===== src/rtl/kcm_pkg.sv =====
`timescale 1ns/1ps
package kcm_pkg;

    // Outcome of one channel's update in a cycle.
    typedef enum logic [1:0] {
        VERD_IDLE   = 2'd0,
        VERD_APPLY  = 2'd1,
        VERD_REJECT = 2'd2
    } verdict_e;

    // Decide what happens to a pending update.
    // has_upd : an issue or retire amount is present
    // in_range: the candidate result lies inside the counter range
    // open    : the channel accepts updates (invalidation begun)
    function automatic verdict_e classify(input logic has_upd,
                                          input logic in_range,
                                          input logic open);
        if (!has_upd)
            return VERD_IDLE;
        else if (open && in_range)
            return VERD_APPLY;
        else
            return VERD_REJECT;
    endfunction

endpackage


===== src/rtl/kcm_net_delta.sv =====
`timescale 1ns/1ps
// Nets the issued and retired amounts of one cycle into one signed step.
module kcm_net_delta #(
    parameter int STEP_W = 4
) (
    input  logic                     issue_vld,
    input  logic [STEP_W-1:0]        issue_cnt,
    input  logic                     retire_vld,
    input  logic [STEP_W-1:0]        retire_cnt,
    output logic signed [STEP_W:0]   delta,
    output logic                     has_upd
);
    logic [STEP_W:0] up_ext;
    logic [STEP_W:0] dn_ext;

    always_comb begin
        up_ext  = issue_vld  ? {1'b0, issue_cnt}  : '0;
        dn_ext  = retire_vld ? {1'b0, retire_cnt} : '0;
        delta   = $signed(up_ext - dn_ext);
        has_upd = issue_vld | retire_vld;
    end
endmodule


===== src/rtl/kcm_range_check.sv =====
`timescale 1ns/1ps
// Adds a signed step to a count and reports whether the result stays in
// the range 0 .. 2^(CNT_W-1)-1.
module kcm_range_check #(
    parameter int CNT_W = 8,
    parameter int DW    = 5
) (
    input  logic signed [CNT_W-1:0] base,
    input  logic signed [DW-1:0]    delta,
    output logic        [CNT_W-1:0] sum,
    output logic                    in_range
);
    localparam int WW = CNT_W + 2;
    localparam logic signed [WW-1:0] TOP = WW'((2 ** (CNT_W - 1)) - 1);

    logic signed [WW-1:0] base_w;
    logic signed [WW-1:0] delta_w;
    logic signed [WW-1:0] wide;

    always_comb begin
        base_w   = {{2{base[CNT_W-1]}}, base};
        delta_w  = {{(WW - DW){delta[DW-1]}}, delta};
        wide     = base_w + delta_w;
        in_range = (wide >= 0) && (wide <= TOP);
        sum      = wide[CNT_W-1:0];
    end
endmodule


===== src/rtl/kcm_tracker.sv =====
`timescale 1ns/1ps
module kcm_tracker #(
    parameter int CNT_W  = 8,
    parameter int STEP_W = 4
) (
    input  logic              clk,
    input  logic              rst_n,
    input  logic              inv_start,
    input  logic              inv_force_done,
    input  logic              inv_issue_vld,
    input  logic [STEP_W-1:0] inv_issue_cnt,
    input  logic              inv_retire_vld,
    input  logic [STEP_W-1:0] inv_retire_cnt,
    input  logic              wb_issue_vld,
    input  logic [STEP_W-1:0] wb_issue_cnt,
    input  logic              wb_retire_vld,
    input  logic [STEP_W-1:0] wb_retire_cnt,
    output logic              inv_started,
    output logic              inv_done,
    output logic [CNT_W-1:0]  inv_count,
    output logic [CNT_W-1:0]  wb_count,
    output logic              flush_done,
    output logic              proto_err
);
    import kcm_pkg::*;

    localparam int DW     = STEP_W + 1;
    localparam int NCH    = 2;
    localparam int CH_INV = 0;
    localparam int CH_WB  = 1;
    localparam logic [CNT_W-1:0] NOT_BEGUN = {CNT_W{1'b1}};

    typedef struct packed {
        logic [CNT_W-1:0] inv_cnt;
        logic [CNT_W-1:0] wb_cnt;
        logic             wb_drained;
        logic             err;
    } state_t;

    state_t s_d, s_q;

    logic [NCH-1:0]              iss_vld, ret_vld, has_upd, in_range;
    logic [NCH-1:0][STEP_W-1:0]  iss_cnt, ret_cnt;
    logic signed [DW-1:0]        delta [NCH];
    logic signed [CNT_W-1:0]     base  [NCH];
    logic [CNT_W-1:0]            sum   [NCH];
    logic [CNT_W-1:0]            inv_base_u;
    verdict_e                    inv_verd, wb_verd;

    assign iss_vld = {wb_issue_vld, inv_issue_vld};
    assign ret_vld = {wb_retire_vld, inv_retire_vld};
    assign iss_cnt = {wb_issue_cnt, inv_issue_cnt};
    assign ret_cnt = {wb_retire_cnt, inv_retire_cnt};

    // A start seen in the not-begun state rebases the invalidate count to 0
    // before this cycle's update is added.
    assign inv_base_u  = (inv_start && (s_q.inv_cnt == NOT_BEGUN)) ? '0 : s_q.inv_cnt;
    assign base[CH_INV] = $signed(inv_base_u);
    assign base[CH_WB]  = $signed(s_q.wb_cnt);

    for (genvar g = 0; g < NCH; g++) begin : g_chan
        kcm_net_delta #(
            .STEP_W (STEP_W)
        ) u_net (
            .issue_vld  (iss_vld[g]),
            .issue_cnt  (iss_cnt[g]),
            .retire_vld (ret_vld[g]),
            .retire_cnt (ret_cnt[g]),
            .delta      (delta[g]),
            .has_upd    (has_upd[g])
        );

        kcm_range_check #(
            .CNT_W (CNT_W),
            .DW    (DW)
        ) u_rng (
            .base     (base[g]),
            .delta    (delta[g]),
            .sum      (sum[g]),
            .in_range (in_range[g])
        );
    end

    always_comb begin
        s_d      = s_q;
        inv_verd = classify(has_upd[CH_INV], in_range[CH_INV],
                            inv_base_u != NOT_BEGUN);
        wb_verd  = classify(has_upd[CH_WB], in_range[CH_WB], 1'b1);

        // Invalidate channel: force wins over start and updates.
        if (inv_force_done) begin
            s_d.inv_cnt = '0;
        end else begin
            unique case (inv_verd)
                VERD_APPLY:  s_d.inv_cnt = sum[CH_INV];
                VERD_REJECT: begin
                    s_d.inv_cnt = inv_base_u;
                    s_d.err     = 1'b1;
                end
                default:     s_d.inv_cnt = inv_base_u;
            endcase
        end

        // Writeback channel.
        unique case (wb_verd)
            VERD_APPLY: begin
                s_d.wb_cnt = sum[CH_WB];
                if (sum[CH_WB] != '0)
                    s_d.wb_drained = 1'b0;
                else if (s_q.wb_cnt != '0)
                    s_d.wb_drained = 1'b1;
            end
            VERD_REJECT: s_d.err = 1'b1;
            default:     s_d.wb_cnt = s_q.wb_cnt;
        endcase
    end

    always_ff @(posedge clk or negedge rst_n) begin
        if (!rst_n) begin
            s_q.inv_cnt    <= NOT_BEGUN;
            s_q.wb_cnt     <= '0;
            s_q.wb_drained <= 1'b0;
            s_q.err        <= 1'b0;
        end else begin
            s_q <= s_d;
        end
    end

    assign inv_started = (s_q.inv_cnt != NOT_BEGUN);
    assign inv_done    = inv_started && (s_q.inv_cnt == '0);
    assign inv_count   = s_q.inv_cnt;
    assign wb_count    = s_q.wb_cnt;
    assign flush_done  = s_q.wb_drained;
    assign proto_err   = s_q.err;
endmodule


===== config.mk =====
export PLATFORM = sky130hd
export DESIGN_NAME = kcm_tracker
export DESIGN_NICKNAME = d
export VERILOG_FILES = /design/src/rtl/kcm_pkg.sv /design/src/rtl/kcm_net_delta.sv /design/src/rtl/kcm_range_check.sv /design/src/rtl/kcm_tracker.sv
export SDC_FILE = /design/constraint.sdc
export NUM_CORES = 1
export LEC_CHECK = 0
export ABC_AREA = 1
export BUFFER_PORTS_ARGS = -buffer_cell sky130_fd_sc_hd__buf_2
export CORE_AREA = 2 2 64 66
export DETAILED_ROUTE_END_ITERATION = 8
export DIE_AREA = 0 0 66 68
export HOLD_SLACK_MARGIN = 0.12
export PLACE_DENSITY = 0.79
export SYNTH_ARGS = -nofsm -noshare
export SYNTH_HDL_FRONTEND = slang
export SYNTH_SLANG_ARGS = --single-unit

===== constraint.sdc =====
create_clock -name clk -period 2.7 [get_ports clk]
set_input_delay 0.675 -clock clk [delete_from_list [all_inputs] [get_ports clk]]
set_output_delay 0.675 -clock clk [all_outputs]
set_load 0.02 [all_outputs]

==> flow_metrics.env <==
export IMPL_setup_viol_count_final=17
export IMPL_crit_family="simple AND/OR/NAND/NOR gates"
export IMPL_dp_hpwl_mm=4.22
export IMPL_period_needed_ns=3.04
export IMPL_hold_path_class="primary input to asynchronous set/reset pin"
export IMPL_synth_top_cell_area_share=0.162
export IMPL_cts_tree="done"
export IMPL_via_count=2360
export IMPL_netlist_area_um2=2030
export IMPL_dieArea_um2=4490
export IMPL_fin_hold_ws_ns=0.328
export IMPL_min_period_over_period=1.13
export IMPL_rsz0062_at_grt="yes"
export IMPL_yosysWarnings=0
export IMPL_end_kind="register"
export IMPL_core_um2=3860
export IMPL_finalWorstSetupSlack_ns=-0.342
export IMPL_tightest_slew_ns=0.404
export IMPL_cts_hold_buf=0
export IMPL_seq_area_um2=460
export IMPL_worst_path_stages=19
export IMPL_routed_wl_mm=6.83
export IMPL_r2r_end="inv_count[6]"
export IMPL_multi_input_area_um2=1840
export IMPL_numCtsBuffers=3
export IMPL_maxSlewViolCount=0
export IMPL_cp_slowest_cell="ha_1"
export IMPL_p_total_mw=3.13
export IMPL_vias_per_cell=5.29
export IMPL_final_nets=448
export IMPL_io_pins=44
export IMPL_ir_drop_mv=0.441
export IMPL_synth_nets=340
export IMPL_timing_critical_path_to="wb_count[0]"
export IMPL_dpl_cell_area_um2=2790
export IMPL_fin_skew_ns=0.00279
export IMPL_grtUsageTotal=0.276
export IMPL_clock_path_buffers=2
export IMPL_stdcell_area_um2=3330
export IMPL_critPathBufInv=2
export IMPL_syn2layout_area_growth_pct=63.8
export IMPL_yosys_register_bits=18
export IMPL_final_core_util=0.863
export IMPL_cp_startpoint="wb_retire_vld"
export IMPL_overflow=0
export IMPL_timing_rr_start="inv_count[1]"
export IMPL_p_per_area_nw_per_um2=939
export IMPL_num_antenna_cells=0
export IMPL_drtIter0Drc=115
export IMPL_fin_tns_setup_ns=-3.45
export IMPL_grt_pass1_wl_mm=9.65
export IMPL_p_leak_nw=1.80
export IMPL_place_gp_congestion=0.811
export IMPL_synth_area_leaders="nand2_1, ha_1, dfrtp_1"
export IMPL_critPathKind="primary input to register"
export IMPL_r2r_cells=18
export IMPL_h_tree_depth=1
export IMPL_most_common_layout_cells="nand2_1, buf_4, buf_2"
export IMPL_syn_area_per_cell_um2=7.04
export IMPL_rows=23
export IMPL_fillers=214
export IMPL_clock_latency_ns=0.26
export IMPL_finalHoldViolations=0
export IMPL_wire_per_inst_um=15.3
export IMPL_slew_limit_headroom=0.731
export IMPL_layout_drive_gt1_share=0.533
export IMPL_antenna_found_initial=0
export IMPL_grt_max_degree=19
export IMPL_drc=0
export IMPL_crit_fanout=7
export IMPL_drtAntennaViolNets=0
export IMPL_grt_pass1_vias=2298
export IMPL_cpMostUsedCell="nand2_1"
export IMPL_drt_first_pass_iters=4
export IMPL_crit_chain="buf_6, nand2_1, ha_4, a21oi_4, o21ai_2, xor2_1, ha_1, nand3_2, nand3_2, a21oi_2, o21bai_2, nand2_1, nand3_2, o21ai_2, nor2_2, nand2_4, buf_6, nand2_1, nand2_1"
export IMPL_yosys_area_top_type="nand2_1"
export IMPL_clk_pin_slew_ns=0.08
export IMPL_ys_types=31
export IMPL_worst_ep_required_time_ns=2.85
export IMPL_initial_utilization=0.527
export IMPL_clock_sinks=18
export IMPL_arrival_ns=3.20
export IMPL_outcome="finished, violations left"
export IMPL_portBuffers=43
export IMPL_clock_root_buffer="clkbuf_8"
export IMPL_die_width_um=66
export IMPL_layout_commonest_cell="nand2_1"
export IMPL_drv_cap=0
export IMPL_max_freq_mhz=329
export IMPL_synthCells=289
export IMPL_die_h_um=68
export IMPL_reg2reg_slack_ns=0.12
export IMPL_synth_seq_area_share=0.226
export IMPL_start_kind="primary input"
export IMPL_violations="negative setup slack"
export IMPL_slowest_delay_ns=0.40
[worst register-to-register path, stage by stage, from the launching register on]
cell	delay (ns)
dfstp_2	0.60
nand2_1	0.08
nor2_2	0.17
nand3_4	0.13
buf_4	0.18
nand2_1	0.09
inv_1	0.05
ha_1	0.19
ha_1	0.18
inv_1	0.05
nand2_1	0.06
nand3_1	0.06
nand2_1	0.10
nand2_1	0.12
nand2_1	0.07
xor2_1	0.14
nand3_1	0.08
nand2_1	0.05
nor2_1	0.11
[flip-flops by register name, summed over array words and instances, names as in the netlist]
signal and count:
wb_count 8, flush_done 1, proto_err 1, inv_count 8
[power by group]
| part | leakage (nW) | total, mW | switching (mW) | internal (mW) |
|---|---|---|---|---|
| Clock | 0.0288 | 0.238 | 0.107 | 0.130 |
| Sequential | 0.205 | 0.494 | 0.119 | 0.375 |
| Combinational | 1.57 | 2.39 | 1.23 | 1.17 |
| Total | 1.80 | 3.13 | 1.45 | 1.67 |
[worst min-delay path by stage]
stage,from,endpoint,slack [ns]
floorplan,rst_n,flush_done,0.38
global placement,proto_err,proto_err,0.45
detailed placement,proto_err,proto_err,0.46
CTS,rst_n,wb_count[6],0.35
global route,rst_n,wb_count[0],0.36
finish,rst_n,wb_count[0],0.33
[cells by family (layout without fill, tap and decap cells)]
| family | after synthesis | after routing | share of synthesized area |
|---|---|---|---|
| AO/OA/AOI/OAI | 28 | 28 | 0.0769 |
| flip-flops | 18 | 18 | 0.226 |
| adder cells (fa/ha/maj) | 27 | 27 | 0.177 |
| AND/OR/NAND/NOR | 157 | 157 | 0.373 |
| buffers and inverters | 44 | 151 | 0.0818 |
| XOR/XNOR | 15 | 15 | 0.0646 |
[per-layer routing]
layer  share of wire  track usage  up-vias
li1                -            -     1134
met3           0.043       0.0164       19
met4           0.025       0.0944        0
met2            0.55        0.571       95
met5               0            0        -
met1            0.38        0.293     1112
[cell type report]
cell class                 instances  area share
multi-input combinational        227       0.553
timing repair buffer             104       0.223
clock buffer                       4      0.0165
inverter                          43      0.0504
tap                               50      0.0188
sequential                        18       0.138
[synth_stat cells]
| master | n |
|---|---|
| nor4_1 | 3 |
| nor3_1 | 5 |
| nor2_2 | 1 |
| nand3_2 | 2 |
| dfrtp_1 | 10 |
| o21ai_0 | 10 |
| nor2_1 | 28 |
| nor2_4 | 2 |
| nand2_1 | 88 |
| a21oi_1 | 12 |
| or2_2 | 1 |
| dfstp_2 | 8 |
| o311ai_0 | 1 |
| clkinv_1 | 1 |
| fa_1 | 3 |
| o21bai_1 | 3 |
| nand2_4 | 4 |
| nand3b_4 | 1 |
| xnor2_1 | 5 |
| inv_1 | 42 |
| a211oi_1 | 2 |
| nand4_1 | 1 |
| xor2_1 | 10 |
| nand3_1 | 13 |
| nand3_4 | 2 |
| and3_1 | 1 |
| nand2_2 | 3 |
| nand4_4 | 1 |
| buf_2 | 1 |
| and2_1 | 1 |
| ha_1 | 24 |
[stage by stage]
| step | worst slack [ns] | std cells |
|---|---|---|
| after floorplan | -0.230 | 289 |
| after global placement | -0.583 | 429 |
| after detailed placement | -0.746 | 429 |
| after CTS | -0.259 | 437 |
| after global routing | -0.449 | 446 |
| final | -0.342 | 446 |
[what timing repair did]
item                                    CTS  global route
setup buffers                             4            10
endpoints found under the setup margin   18            18
resized for setup                        37            50
hold endpoints to repair                  0             0
pin swaps                                29            29
Note: power is estimated with default switching activity, not from simulation.
